<file path="src/rtl/dram_rfsh_pkg.sv">
package dram_rfsh_pkg;
  typedef enum logic [1:0] {PH_PAUSE, PH_INIT, PH_RUN} eng_phase_e;
  typedef enum logic [2:0] {SQ_IDLE, SQ_CSR, SQ_CHR, SQ_RAS, SQ_RP} seq_state_e;
endpackage

</file>
<file path="src/rtl/rfsh_cyc_timer.sv">
module rfsh_cyc_timer #(
  parameter int unsigned LIMIT = 16
) (
  input  logic clk_i,
  input  logic rst_ni,
  input  logic en_i,
  output logic tick_o
);
  localparam int unsigned W = $clog2(LIMIT + 1);

  logic [W-1:0] cnt_q;
  logic         wrap;

  assign wrap   = (cnt_q == W'(LIMIT - 1));
  assign tick_o = en_i & wrap;

  always_ff @(posedge clk_i or negedge rst_ni) begin
    if (!rst_ni)      cnt_q <= '0;
    else if (!en_i)   cnt_q <= '0;
    else if (wrap)    cnt_q <= '0;
    else              cnt_q <= cnt_q + 1'b1;
  end


  cnt_range_chk: assert property (@(posedge clk_i) disable iff (!rst_ni)
    cnt_q < W'(LIMIT));
endmodule

</file>
<file path="src/rtl/rfsh_pend_ctr.sv">
module rfsh_pend_ctr #(
  parameter int unsigned MAX_PEND = 8,
  localparam int unsigned PW = $clog2(MAX_PEND + 1)
) (
  input  logic          clk_i,
  input  logic          rst_ni,
  input  logic          inc_i,
  input  logic          dec_i,
  output logic [PW-1:0] cnt_o,
  output logic          full_o
);
  logic [PW-1:0] cnt_q;

  assign cnt_o  = cnt_q;
  assign full_o = (cnt_q == PW'(MAX_PEND));

  always_ff @(posedge clk_i or negedge rst_ni) begin
    if (!rst_ni) cnt_q <= '0;
    else if (inc_i && !dec_i && !full_o)      cnt_q <= cnt_q + 1'b1;
    else if (dec_i && !inc_i && cnt_q != '0)  cnt_q <= cnt_q - 1'b1;
  end


  no_overflow_chk: assert property (@(posedge clk_i) disable iff (!rst_ni)
    cnt_q <= PW'(MAX_PEND));

  unit_step_chk: assert property (@(posedge clk_i) disable iff (!rst_ni)
    (cnt_q == $past(cnt_q)) || (cnt_q == $past(cnt_q) + 1'b1) ||
    (cnt_q == $past(cnt_q) - 1'b1));
endmodule

</file>
<file path="src/rtl/rfsh_cbr_seq.sv">
module rfsh_cbr_seq
  import dram_rfsh_pkg::*;
#(
  parameter int unsigned CSR_CYC = 2,
  parameter int unsigned CHR_CYC = 2,
  parameter int unsigned RAS_CYC = 6,
  parameter int unsigned RP_CYC  = 4
) (
  input  logic clk_i,
  input  logic rst_ni,
  input  logic start_i,
  output logic idle_o,
  output logic done_o,
  output logic own_o,
  output logic ras_n_o,
  output logic cas_n_o,
  output logic we_n_o
);
  localparam int unsigned RAS_TAIL = RAS_CYC - CHR_CYC;
  localparam int unsigned M1 = (CSR_CYC > CHR_CYC) ? CSR_CYC : CHR_CYC;
  localparam int unsigned M2 = (RAS_TAIL > RP_CYC) ? RAS_TAIL : RP_CYC;
  localparam int unsigned MAXP = (M1 > M2) ? M1 : M2;
  localparam int unsigned CW = $clog2(MAXP + 1);

  seq_state_e   st_q, st_d;
  logic [CW-1:0] cnt_q, cnt_d;
  logic          last;

  assign last = (cnt_q == '0);

  always_comb begin
    st_d  = st_q;
    cnt_d = last ? cnt_q : cnt_q - 1'b1;
    unique case (st_q)
      SQ_IDLE: if (start_i) begin st_d = SQ_CSR; cnt_d = CW'(CSR_CYC - 1);  end
      SQ_CSR:  if (last)    begin st_d = SQ_CHR; cnt_d = CW'(CHR_CYC - 1);  end
      SQ_CHR:  if (last)    begin st_d = SQ_RAS; cnt_d = CW'(RAS_TAIL - 1); end
      SQ_RAS:  if (last)    begin st_d = SQ_RP;  cnt_d = CW'(RP_CYC - 1);   end
      SQ_RP:   if (last)    begin st_d = SQ_IDLE; cnt_d = '0;               end
      default:              begin st_d = SQ_IDLE; cnt_d = '0;               end
    endcase
  end

  always_ff @(posedge clk_i or negedge rst_ni) begin
    if (!rst_ni) begin
      st_q  <= SQ_IDLE;
      cnt_q <= '0;
    end else begin
      st_q  <= st_d;
      cnt_q <= cnt_d;
    end
  end

  assign idle_o  = (st_q == SQ_IDLE);
  assign done_o  = (st_q == SQ_RP) && last;
  assign own_o   = !idle_o;
  assign cas_n_o = !((st_q == SQ_CSR) || (st_q == SQ_CHR));
  assign ras_n_o = !((st_q == SQ_CHR) || (st_q == SQ_RAS));
  assign we_n_o  = 1'b1;


  cas_first_chk: assert property (@(posedge clk_i) disable iff (!rst_ni)
    $fell(ras_n_o) |-> !cas_n_o && $past(!cas_n_o));

  rp_after_ras_chk: assert property (@(posedge clk_i) disable iff (!rst_ni)
    $rose(ras_n_o) |-> (st_q == SQ_RP));
endmodule

</file>
<file path="src/rtl/dram_rfsh_eng.sv">
module dram_rfsh_eng
  import dram_rfsh_pkg::*;
#(
  parameter int unsigned PAUSE_CYC = 20000,
  parameter int unsigned INIT_CBR  = 8,
  parameter int unsigned IVL_CYC   = 1560,
  parameter int unsigned MAX_PEND  = 8,
  parameter int unsigned CSR_CYC   = 2,
  parameter int unsigned CHR_CYC   = 2,
  parameter int unsigned RAS_CYC   = 6,
  parameter int unsigned RP_CYC    = 4
) (
  input  logic clk_i,
  input  logic rst_ni,
  input  logic gnt_i,
  output logic req_o,
  output logic urgent_o,
  output logic own_o,
  output logic ras_n_o,
  output logic cas_n_o,
  output logic we_n_o,
  output logic ready_o,
  output logic [$clog2(MAX_PEND+1)-1:0] pend_o
);
  localparam int unsigned IW = $clog2(INIT_CBR + 1);

  eng_phase_e    ph_q;
  logic [IW-1:0] init_cnt_q;
  logic          pause_tick, ivl_tick;
  logic          seq_idle, seq_done, start, want;
  logic          pend_full;

  rfsh_cyc_timer #(.LIMIT(PAUSE_CYC)) u_pause (
    .clk_i, .rst_ni, .en_i(ph_q == PH_PAUSE), .tick_o(pause_tick));

  rfsh_cyc_timer #(.LIMIT(IVL_CYC)) u_ivl (
    .clk_i, .rst_ni, .en_i(ph_q == PH_RUN), .tick_o(ivl_tick));

  rfsh_pend_ctr #(.MAX_PEND(MAX_PEND)) u_pend (
    .clk_i, .rst_ni,
    .inc_i(ivl_tick),
    .dec_i(seq_done && ph_q == PH_RUN),
    .cnt_o(pend_o),
    .full_o(pend_full));

  rfsh_cbr_seq #(
    .CSR_CYC(CSR_CYC), .CHR_CYC(CHR_CYC), .RAS_CYC(RAS_CYC), .RP_CYC(RP_CYC)
  ) u_seq (
    .clk_i, .rst_ni, .start_i(start),
    .idle_o(seq_idle), .done_o(seq_done), .own_o(own_o),
    .ras_n_o(ras_n_o), .cas_n_o(cas_n_o), .we_n_o(we_n_o));

  always_comb begin
    unique case (ph_q)
      PH_INIT: want = 1'b1;
      PH_RUN:  want = (pend_o != '0);
      default: want = 1'b0;
    endcase
  end

  assign start    = want && gnt_i && seq_idle;
  assign req_o    = want || own_o;
  assign urgent_o = pend_full;
  assign ready_o  = (ph_q == PH_RUN);

  always_ff @(posedge clk_i or negedge rst_ni) begin
    if (!rst_ni) begin
      ph_q       <= PH_PAUSE;
      init_cnt_q <= '0;
    end else begin
      unique case (ph_q)
        PH_PAUSE: if (pause_tick) ph_q <= PH_INIT;
        PH_INIT:  if (seq_done) begin
          if (init_cnt_q == IW'(INIT_CBR - 1)) ph_q <= PH_RUN;
          else init_cnt_q <= init_cnt_q + 1'b1;
        end
        default: ;
      endcase
    end
  end


  own_after_gnt_chk: assert property (@(posedge clk_i) disable iff (!rst_ni)
    $rose(own_o) |-> $past(gnt_i));

  pend_req_chk: assert property (@(posedge clk_i) disable iff (!rst_ni)
    (pend_o != '0) |-> req_o);

  ready_burst_chk: assert property (@(posedge clk_i) disable iff (!rst_ni)
    $rose(ready_o) |-> $past(seq_done) && $past(init_cnt_q) == IW'(INIT_CBR - 1));

  idle_before_ready_chk: assert property (@(posedge clk_i) disable iff (!rst_ni)
    !ready_o |-> pend_o == '0);
endmodule

</file>
<file path="config.mk">
export PLATFORM = sky130hd
export DESIGN_NAME = dram_rfsh_eng
export DESIGN_NICKNAME = d
export VERILOG_FILES = /design/src/rtl/dram_rfsh_pkg.sv /design/src/rtl/rfsh_cyc_timer.sv /design/src/rtl/rfsh_pend_ctr.sv /design/src/rtl/rfsh_cbr_seq.sv /design/src/rtl/dram_rfsh_eng.sv
export SDC_FILE = /design/constraint.sdc
export NUM_CORES = 1
export LEC_CHECK = 0
export CORE_ASPECT_RATIO = 0.8
export CORE_MARGIN = 4
export CORE_UTILIZATION = 60
export DETAILED_ROUTE_END_ITERATION = 12
export PLACE_DENSITY = 0.87
export SETUP_SLACK_MARGIN = 0.2
export SYNTH_ARGS = -nofsm -noshare
export SYNTH_HDL_FRONTEND = slang
export SYNTH_SLANG_ARGS = --single-unit
</file>
<file path="constraint.sdc">
create_clock -name clk_i -period 6 [get_ports clk_i]
set_input_delay 0.6 -clock clk_i [delete_from_list [all_inputs] [get_ports clk_i]]
set_output_delay 0.6 -clock clk_i [all_outputs]
set_load 0.005 [all_outputs]
</file>
==> metrics.cfg, run 1 <==
[status]
run_status = complete, no violations

[route]
drc_errors = 0
drt-total-wl_um = 4180
ant_nets = 0
vias = 1611
vias_per_cell = 5.67
dr.pass1.iters = 4
wl_per_cell_um = 14.7
first_iter_violations = 87

[cts]
clk_path_buf_depth = 2
cts_max_level = 2
postCtsSetupBuffers = 0
hold_buffers = 0
cts_buffers = 5
ctsResizeCount = 0
clk-insertion-delay-late_ps = 300
cts_root_buf = clkbuf_8
clock-sinks = 42
tritoncts = done
clk_pin_slew_ps = 80

[logic_synthesis]
synth-seq-cells = 42
synthDistinctLibCells = 44
yosysWarningCount = 0
syn_avg_cell_area_um2 = 9.97
synth_ff_type = dfrtp_1
synthCells = 228
synth_area_leaders = dfrtp_1, ha_1, xor2_1
synth_largest_area_cell = dfrtp_1
synthArstFlopShare = 1.00
synthTopCellsByCount = dfrtp_1, nor2_1, xor2_1
ys_seq_area_frac = 0.463
yosys.area.top_type_share = 0.463
synth-edff-count = 0
synth_nets = 244
post-synth-top-count-cell = dfrtp_1
synth_area_mm2 = 0.00227

[floorplanning]
core_area_mm2 = 0.00354
initial_core_util = 0.641
rows = 19
io_pins = 14
die_x_um = 76.8
die-area_mm2 = 0.00484
die_h_um = 63.0

[setup_path]
critPathKind = flip-flop to flip-flop
path_delay_family = simple AND/OR/NAND/NOR gates
path_common_cell = nand2_1
cpPeakStageDelay_ps = 430
startpoint_type = flip-flop
cp_max_fo = 8
worstPathBufferInverterCount = 0
cp.required_ps = 6250
endpoint_kind = flip-flop
cp.arrival_ps = 3070
path_cells = nor4_1, nand4_1, nor3_2, nand2_1, ha_1, a21oi_1, nand2_1, o31ai_1, o211a_1, o22a_1
crit_slowest_cell = dfrtp_1

[pwr]
vdd_drop_max_mv = 0.136
powerDensity_mw_per_mm2 = 193
leakagePower_nw = 1.18
p_total_mw = 0.482

[cells_and_area]
diodes = 0
drive_above_1_share = 0.0744
layout.nets = 257
fillers = 252
syn_to_final_growth_pct = 10.2
post-route-util = 0.707

[global_routing]
grt_use_met3 = 0.0677
met1_usage = 0.259
grt_pass1_wl_um = 7480
grt_max_degree = 43
grt_pass1_vias = 1637
busiest_layer = met2
antenna_found_initial = 0
gr-total-overflow = 0
grtUsageTotal = 0.197
grtUsageMet2 = 0.305

[timing]
worst_slack_ps = 3180
rsz0062_at_grt = false
finalSetupTns_ps = 0
skew_ps = 2.20
finalHoldViolations = 0
tightest_slew_ps = 907
fin_crit_sh = 0.470
fin_crit_ps = 2820
finalSetupViolCount = 0
max_slew_margin = 0.396
drv_slew = 0
max_freq_mhz = 355

[place]
gp_congestion = 0.816
port-buffer-count = 12
place_hpwl_um = 2830
dp_slack_ps = 3280

[flow_run]
max-cap-violations = 0

[min_path]
hold_path.class = input port to async pin

## path summary, 6_finish.rpt
kind / to / cells past startpoint / from / slack [ps]
setup / recovery: u_pend.cnt_o[3]$_DFFE_PN0P_ / 10 / u_ivl.cnt_q[8]$_DFF_PN0_ / 3180
max in group asynchronous: u_pend.cnt_o[1]$_DFFE_PN0P_ / 1 / rst_ni / 5020
hold / removal: u_pause.cnt_q[11]$_DFF_PN0_ / 1 / rst_ni / 420
min in group clk_i: init_cnt_q[3]$_DFFE_PN0P_ / 1 / init_cnt_q[3]$_DFFE_PN0P_ / 470
setup reg to reg: u_pend.cnt_o[3]$_DFFE_PN0P_ / 10 / u_ivl.cnt_q[8]$_DFF_PN0_ / 3180
hold reg to reg: init_cnt_q[3]$_DFFE_PN0P_ / 1 / init_cnt_q[3]$_DFFE_PN0P_ / 470
## cells by family after synthesis
kind of cell	after synthesis	share of synthesized area
compound gates	28	0.0920
other cells	1	0.00165
fa+ha+maj	13	0.0749
xor+xnor	29	0.112
buf+inv	13	0.0248
simple gates	99	0.218
mux	3	0.0149
flops	42	0.463
## stage by stage
stage | cell area (um^2) | hold slack, ps | instances
6_report | 2500 | 422 | 284
5_1_grt | 2500 | 495 | 284
4_1_cts | 2500 | 443 | 284
3_5_place_dp | 2410 | 456 | 276
3_3_place_gp | 2410 | 457 | 276
2_1_floorplan | 2270 | 304 | 228
## metal layers
metal  vias up  wire [um]  part of all wire
li1        802          -                 -
met1       784       2070              0.49
met2        18       1910              0.46
met3         7        142             0.034
met4         0         63             0.015
met5         -          0                 0
## cells in the final DEF, fill, tap and decap left out, types with 4 or more instances in the layout
cell type        netlist  final
a21oi_1                9      9
and3_1                 7      7
clkbuf_8               0      6
clkdlybuf4s50_1        0     11
dfrtp_1               42     42
ha_1                  12     12
inv_1                  7      7
nand2_1               15     15
nand3_1               16     16
nand4_1                4      4
nor2_1                35     35
xnor2_1               12     12
xor2_1                17     17
## final cells by class
| cell class | instances | area (um^2) | area share |
|---|---|---|---|
| multi-input combinational | 173 | 1160 | 0.465 |
| clock buffer | 6 | 82.6 | 0.0330 |
| timing repair buffer | 12 | 115 | 0.0460 |
| clock inverter | 2 | 12.5 | 0.00500 |
| sequential | 42 | 1050 | 0.420 |
| tap | 42 | 52.6 | 0.0210 |
| inverter | 7 | 26.3 | 0.0105 |
## power by group
| part | leakage, nW | internal (mW) | total (mW) | switching [mW] |
|---|---|---|---|---|
| sequential | 0.573 | 0.283 | 0.283 | 0 |
| clock | 0.0472 | 0.0925 | 0.193 | 0.101 |
| combinational | 0.556 | 0.000804 | 0.00618 | 0.00537 |
| total | 1.18 | 0.376 | 0.482 | 0.106 |
## flip-flops by register name (all words and copies together), names as in the netlist
| name | count |
|---|---|
| u_ivl.cnt_q | 11 |
| ph_q | 2 |
| u_pause.cnt_q | 15 |
| init_cnt_q | 4 |
| u_seq.cnt_q | 3 |
| u_pend.cnt_o | 4 |
| u_seq.st_q | 3 |
Power figures use the tool's default switching activity.
==> run 2, diff against run 1 <==
--- a/config.mk
+++ b/config.mk
@@ -7,9 +7,9 @@
 export LEC_CHECK = 0
 export CORE_ASPECT_RATIO = 0.8
 export CORE_MARGIN = 4
-export CORE_UTILIZATION = 60
+export CORE_UTILIZATION = 59
 export DETAILED_ROUTE_END_ITERATION = 12
-export PLACE_DENSITY = 0.87
+export PLACE_DENSITY = 0.86
 export SETUP_SLACK_MARGIN = 0.2
 export SYNTH_ARGS = -nofsm -noshare
 export SYNTH_HDL_FRONTEND = slang
==> constraint.sdc (replaced) <==
create_clock -name clk_i -period 2.84 [get_ports clk_i]
set_input_delay 0.284 -clock clk_i [delete_from_list [all_inputs] [get_ports clk_i]]
set_output_delay 0.284 -clock clk_i [all_outputs]
set_load 0.005 [all_outputs]
==> metrics.cfg, run 2 (same netlist as run 1, synthesis figures left out) <==
[place]
gp_congestion = 0.872  ; +6.8%
place_hpwl_um = 2940  ; +3.9%
dp_slack_ps = 330  ; -2950 ps
port-buffer-count = 12  ; unchanged

[route]
ant_nets = 0  ; unchanged
drt-total-wl_um = 4240  ; +1.6%
wl_per_cell_um = 14.6  ; -0.89%
vias_per_cell = 5.65  ; -0.41%
first_iter_violations = 97  ; +11%
dr.pass1.iters = 5  ; +1
vias = 1644  ; +2.0%
drc_errors = 0  ; unchanged

[timing]
finalHoldViolations = 0  ; unchanged
finalSetupTns_ps = 0  ; unchanged
fin_crit_sh = 0.853  ; +0.383
drv_slew = 0  ; unchanged
max_freq_mhz = 413  ; +16%
fin_crit_ps = 2420  ; -397 ps
tightest_slew_ps = 896  ; -10.3 ps
skew_ps = 9.02  ; +6.82 ps
max_slew_margin = 0.402  ; +0.00688
worst_slack_ps = 417  ; -2760 ps
finalSetupViolCount = 0  ; unchanged
rsz0062_at_grt = false

[setup_path]
cp.arrival_ps = 2600  ; -470 ps
r2r_end = u_pend.cnt_o[3]$_DFFE_PN0P_
path_common_cell = nand2_1
cpPeakStageDelay_ps = 370  ; -60 ps
crit_slowest_cell = dfrtp_1
startpoint_type = flip-flop
critPathKind = flip-flop to flip-flop
r2r-start = u_seq.cnt_q[0]$_DFF_PN0_
cp_max_fo = 5  ; -3
endpoint_kind = flip-flop
reg2regPathDepth = 12  ; +2
cp.required_ps = 3020  ; -3230 ps
path_cells = inv_1, ha_1, nor2b_1, and3_1, nor3_2, nand2_1, ha_4, nand3_1, nand2_1, nor4b_1, a21oi_1, o22a_1
rrSetupSlack_ps = 420  ; -2760 ps

[floorplanning]
initial_core_util = 0.637  ; -0.00428
die_h_um = 63.5  ; +0.74%
die-area_mm2 = 0.00491  ; +1.5%
die_x_um = 77.4  ; +0.76%
core_area_mm2 = 0.00357  ; +0.67%
io_pins = 14  ; unchanged
rows = 19  ; unchanged

[cells_and_area]
largest_reg_flops = 15  ; unchanged
drive_above_1_share = 0.104  ; +0.0300
final_cell_mix = dfrtp_1, nor2_1, xor2_1, nand3_1, nand2_1
final_common_cell = dfrtp_1
diodes = 0  ; unchanged
fillers = 257  ; +2.0%
reg_top3 = u_pause.cnt_q x15, u_ivl.cnt_q x11
syn_to_final_growth_pct = 13.9
regMostFlops = u_pause.cnt_q
layout.nets = 264  ; +2.7%

[cts]
cts_root_buf = clkbuf_8
clock-sinks = 42  ; unchanged
clk_path_buf_depth = 2  ; unchanged
cts_max_level = 2  ; unchanged
clk_pin_slew_ps = 80  ; about the same
hold_buffers = 0  ; unchanged
tritoncts = done
cts_buffers = 5  ; unchanged
clk-insertion-delay-late_ps = 290  ; about the same

[pwr]
clkPwrFrac = 0.432  ; +0.031
netSwitchingFraction = 0.198  ; -0.0219
power_frac_comb = 0.012  ; about the same
powerDensity_mw_per_mm2 = 415  ; +120%
vdd_drop_max_mv = 0.290  ; +110%
leakagePower_nw = 1.22  ; +3.4%
p_seq_frac = 0.556  ; -0.030
switching_power_mw = 0.213  ; +100%
internal-power_mw = 0.861  ; +130%

[status]
run_status = complete, no violations

[global_routing]
grt_pass1_vias = 1612  ; -1.5%
gr-total-overflow = 0  ; unchanged
grt_pass1_wl_um = 7310  ; -2.3%
grtUsageTotal = 0.185  ; -0.0121
antenna_found_initial = 0  ; unchanged
grt_max_degree = 43  ; unchanged

[flow_run]
max-cap-violations = 0  ; unchanged

[min_path]
hold_path.class = input port to async pin

==> run 2: cell count changes in the layout (fill, tap and decap cells not counted) <==
cell	previous run	this run
a21oi_1	9	8
a21oi_2	0	1
buf_4	0	7
bufinv_16	0	1
clkbuf_1	0	1
clkbuf_8	6	5
clkinv_2	1	0
ha_1	12	11
ha_4	0	1
==> run 2: worst max-delay path by stage <==
stage / start / end / slack (ps) / cells after the start
final: u_seq.cnt_q[0]$_DFF_PN0_ / u_pend.cnt_o[3]$_DFFE_PN0P_ / 420 / 12
after CTS: u_ivl.cnt_q[5]$_DFF_PN0_ / u_pend.cnt_o[3]$_DFFE_PN0P_ / 300 / 10
after detailed placement: u_seq.cnt_q[0]$_DFF_PN0_ / u_pend.cnt_o[3]$_DFFE_PN0P_ / 330 / 12
after global placement: u_seq.cnt_q[0]$_DFF_PN0_ / u_pend.cnt_o[3]$_DFFE_PN0P_ / 450 / 12
after global routing: u_seq.cnt_q[0]$_DFF_PN0_ / u_pend.cnt_o[3]$_DFFE_PN0P_ / 260 / 12
after floorplan: u_seq.cnt_q[0]$_DFF_PN0_ / u_pend.cnt_o[3]$_DFFE_PN0P_ / 390 / 13
==> run 2: routing by layer <==
| layer | share of wire | track usage | vias to the layer above |
|---|---|---|---|
| met4 | 0.016 | 0.0867 | 0 |
| li1 | - | - | 820 |
| met2 | 0.46 | 0.287 | 37 |
| met1 | 0.49 | 0.244 | 781 |
| met3 | 0.038 | 0.0456 | 6 |
| met5 | 0 | 0 | - |
==> run 2: repair_timing <==
item                                    4_1_cts  5_1_grt
endpoints found under the setup margin        0        1
resized for setup                             0        2
buffers inserted                              0        1
==> run 2: worst max-delay path, delay by kind of cell, from the launching register on <==
family / cells / cell delay, ps
flops: 1 / 370
fa+ha+maj: 2 / 510
simple gates: 7 / 1110
compound gates: 2 / 230
buf+inv: 1 / 80
==> run 2: metrics by stage <==
step / std cells / cell area [um^2] / util / power [mW] / hold WS (ps)
floorplan: 228 / 2270 / - / 0.611 / -11.6
global placement: 282 / 2450 / 0.688 / 0.623 / 457
detailed placement: 282 / 2450 / 0.688 / 0.623 / 457
CTS: 290 / 2560 / 0.719 / 1.09 / 136
global route: 291 / 2590 / 0.726 / 1.11 / 205
finish: 291 / 2590 / 0.726 / 1.07 / 108
==> run 2: layout make-up <==
cell class	instances	area, um^2	share of cell area
Clock buffer	6	72.6	0.0280
Clock inverter	2	37.5	0.0145
Inverter	7	26.3	0.0101
Multi-Input combinational cell	173	1180	0.456
Sequential cell	42	1050	0.406
Tap cell	42	52.6	0.0203
Timing Repair Buffer	19	168	0.0648
==> run 2: power groups by stage <==
stage | registers (mW) | logic, mW | clock network [mW]
after global routing | 0.597 | 0.0162 | 0.500
after global placement | 0.609 | 0.0137 | 0
after CTS | 0.597 | 0.0139 | 0.475
final | 0.597 | 0.0129 | 0.464
after floorplan | 0.610 | 0.00130 | 0
after detailed placement | 0.609 | 0.0138 | 0
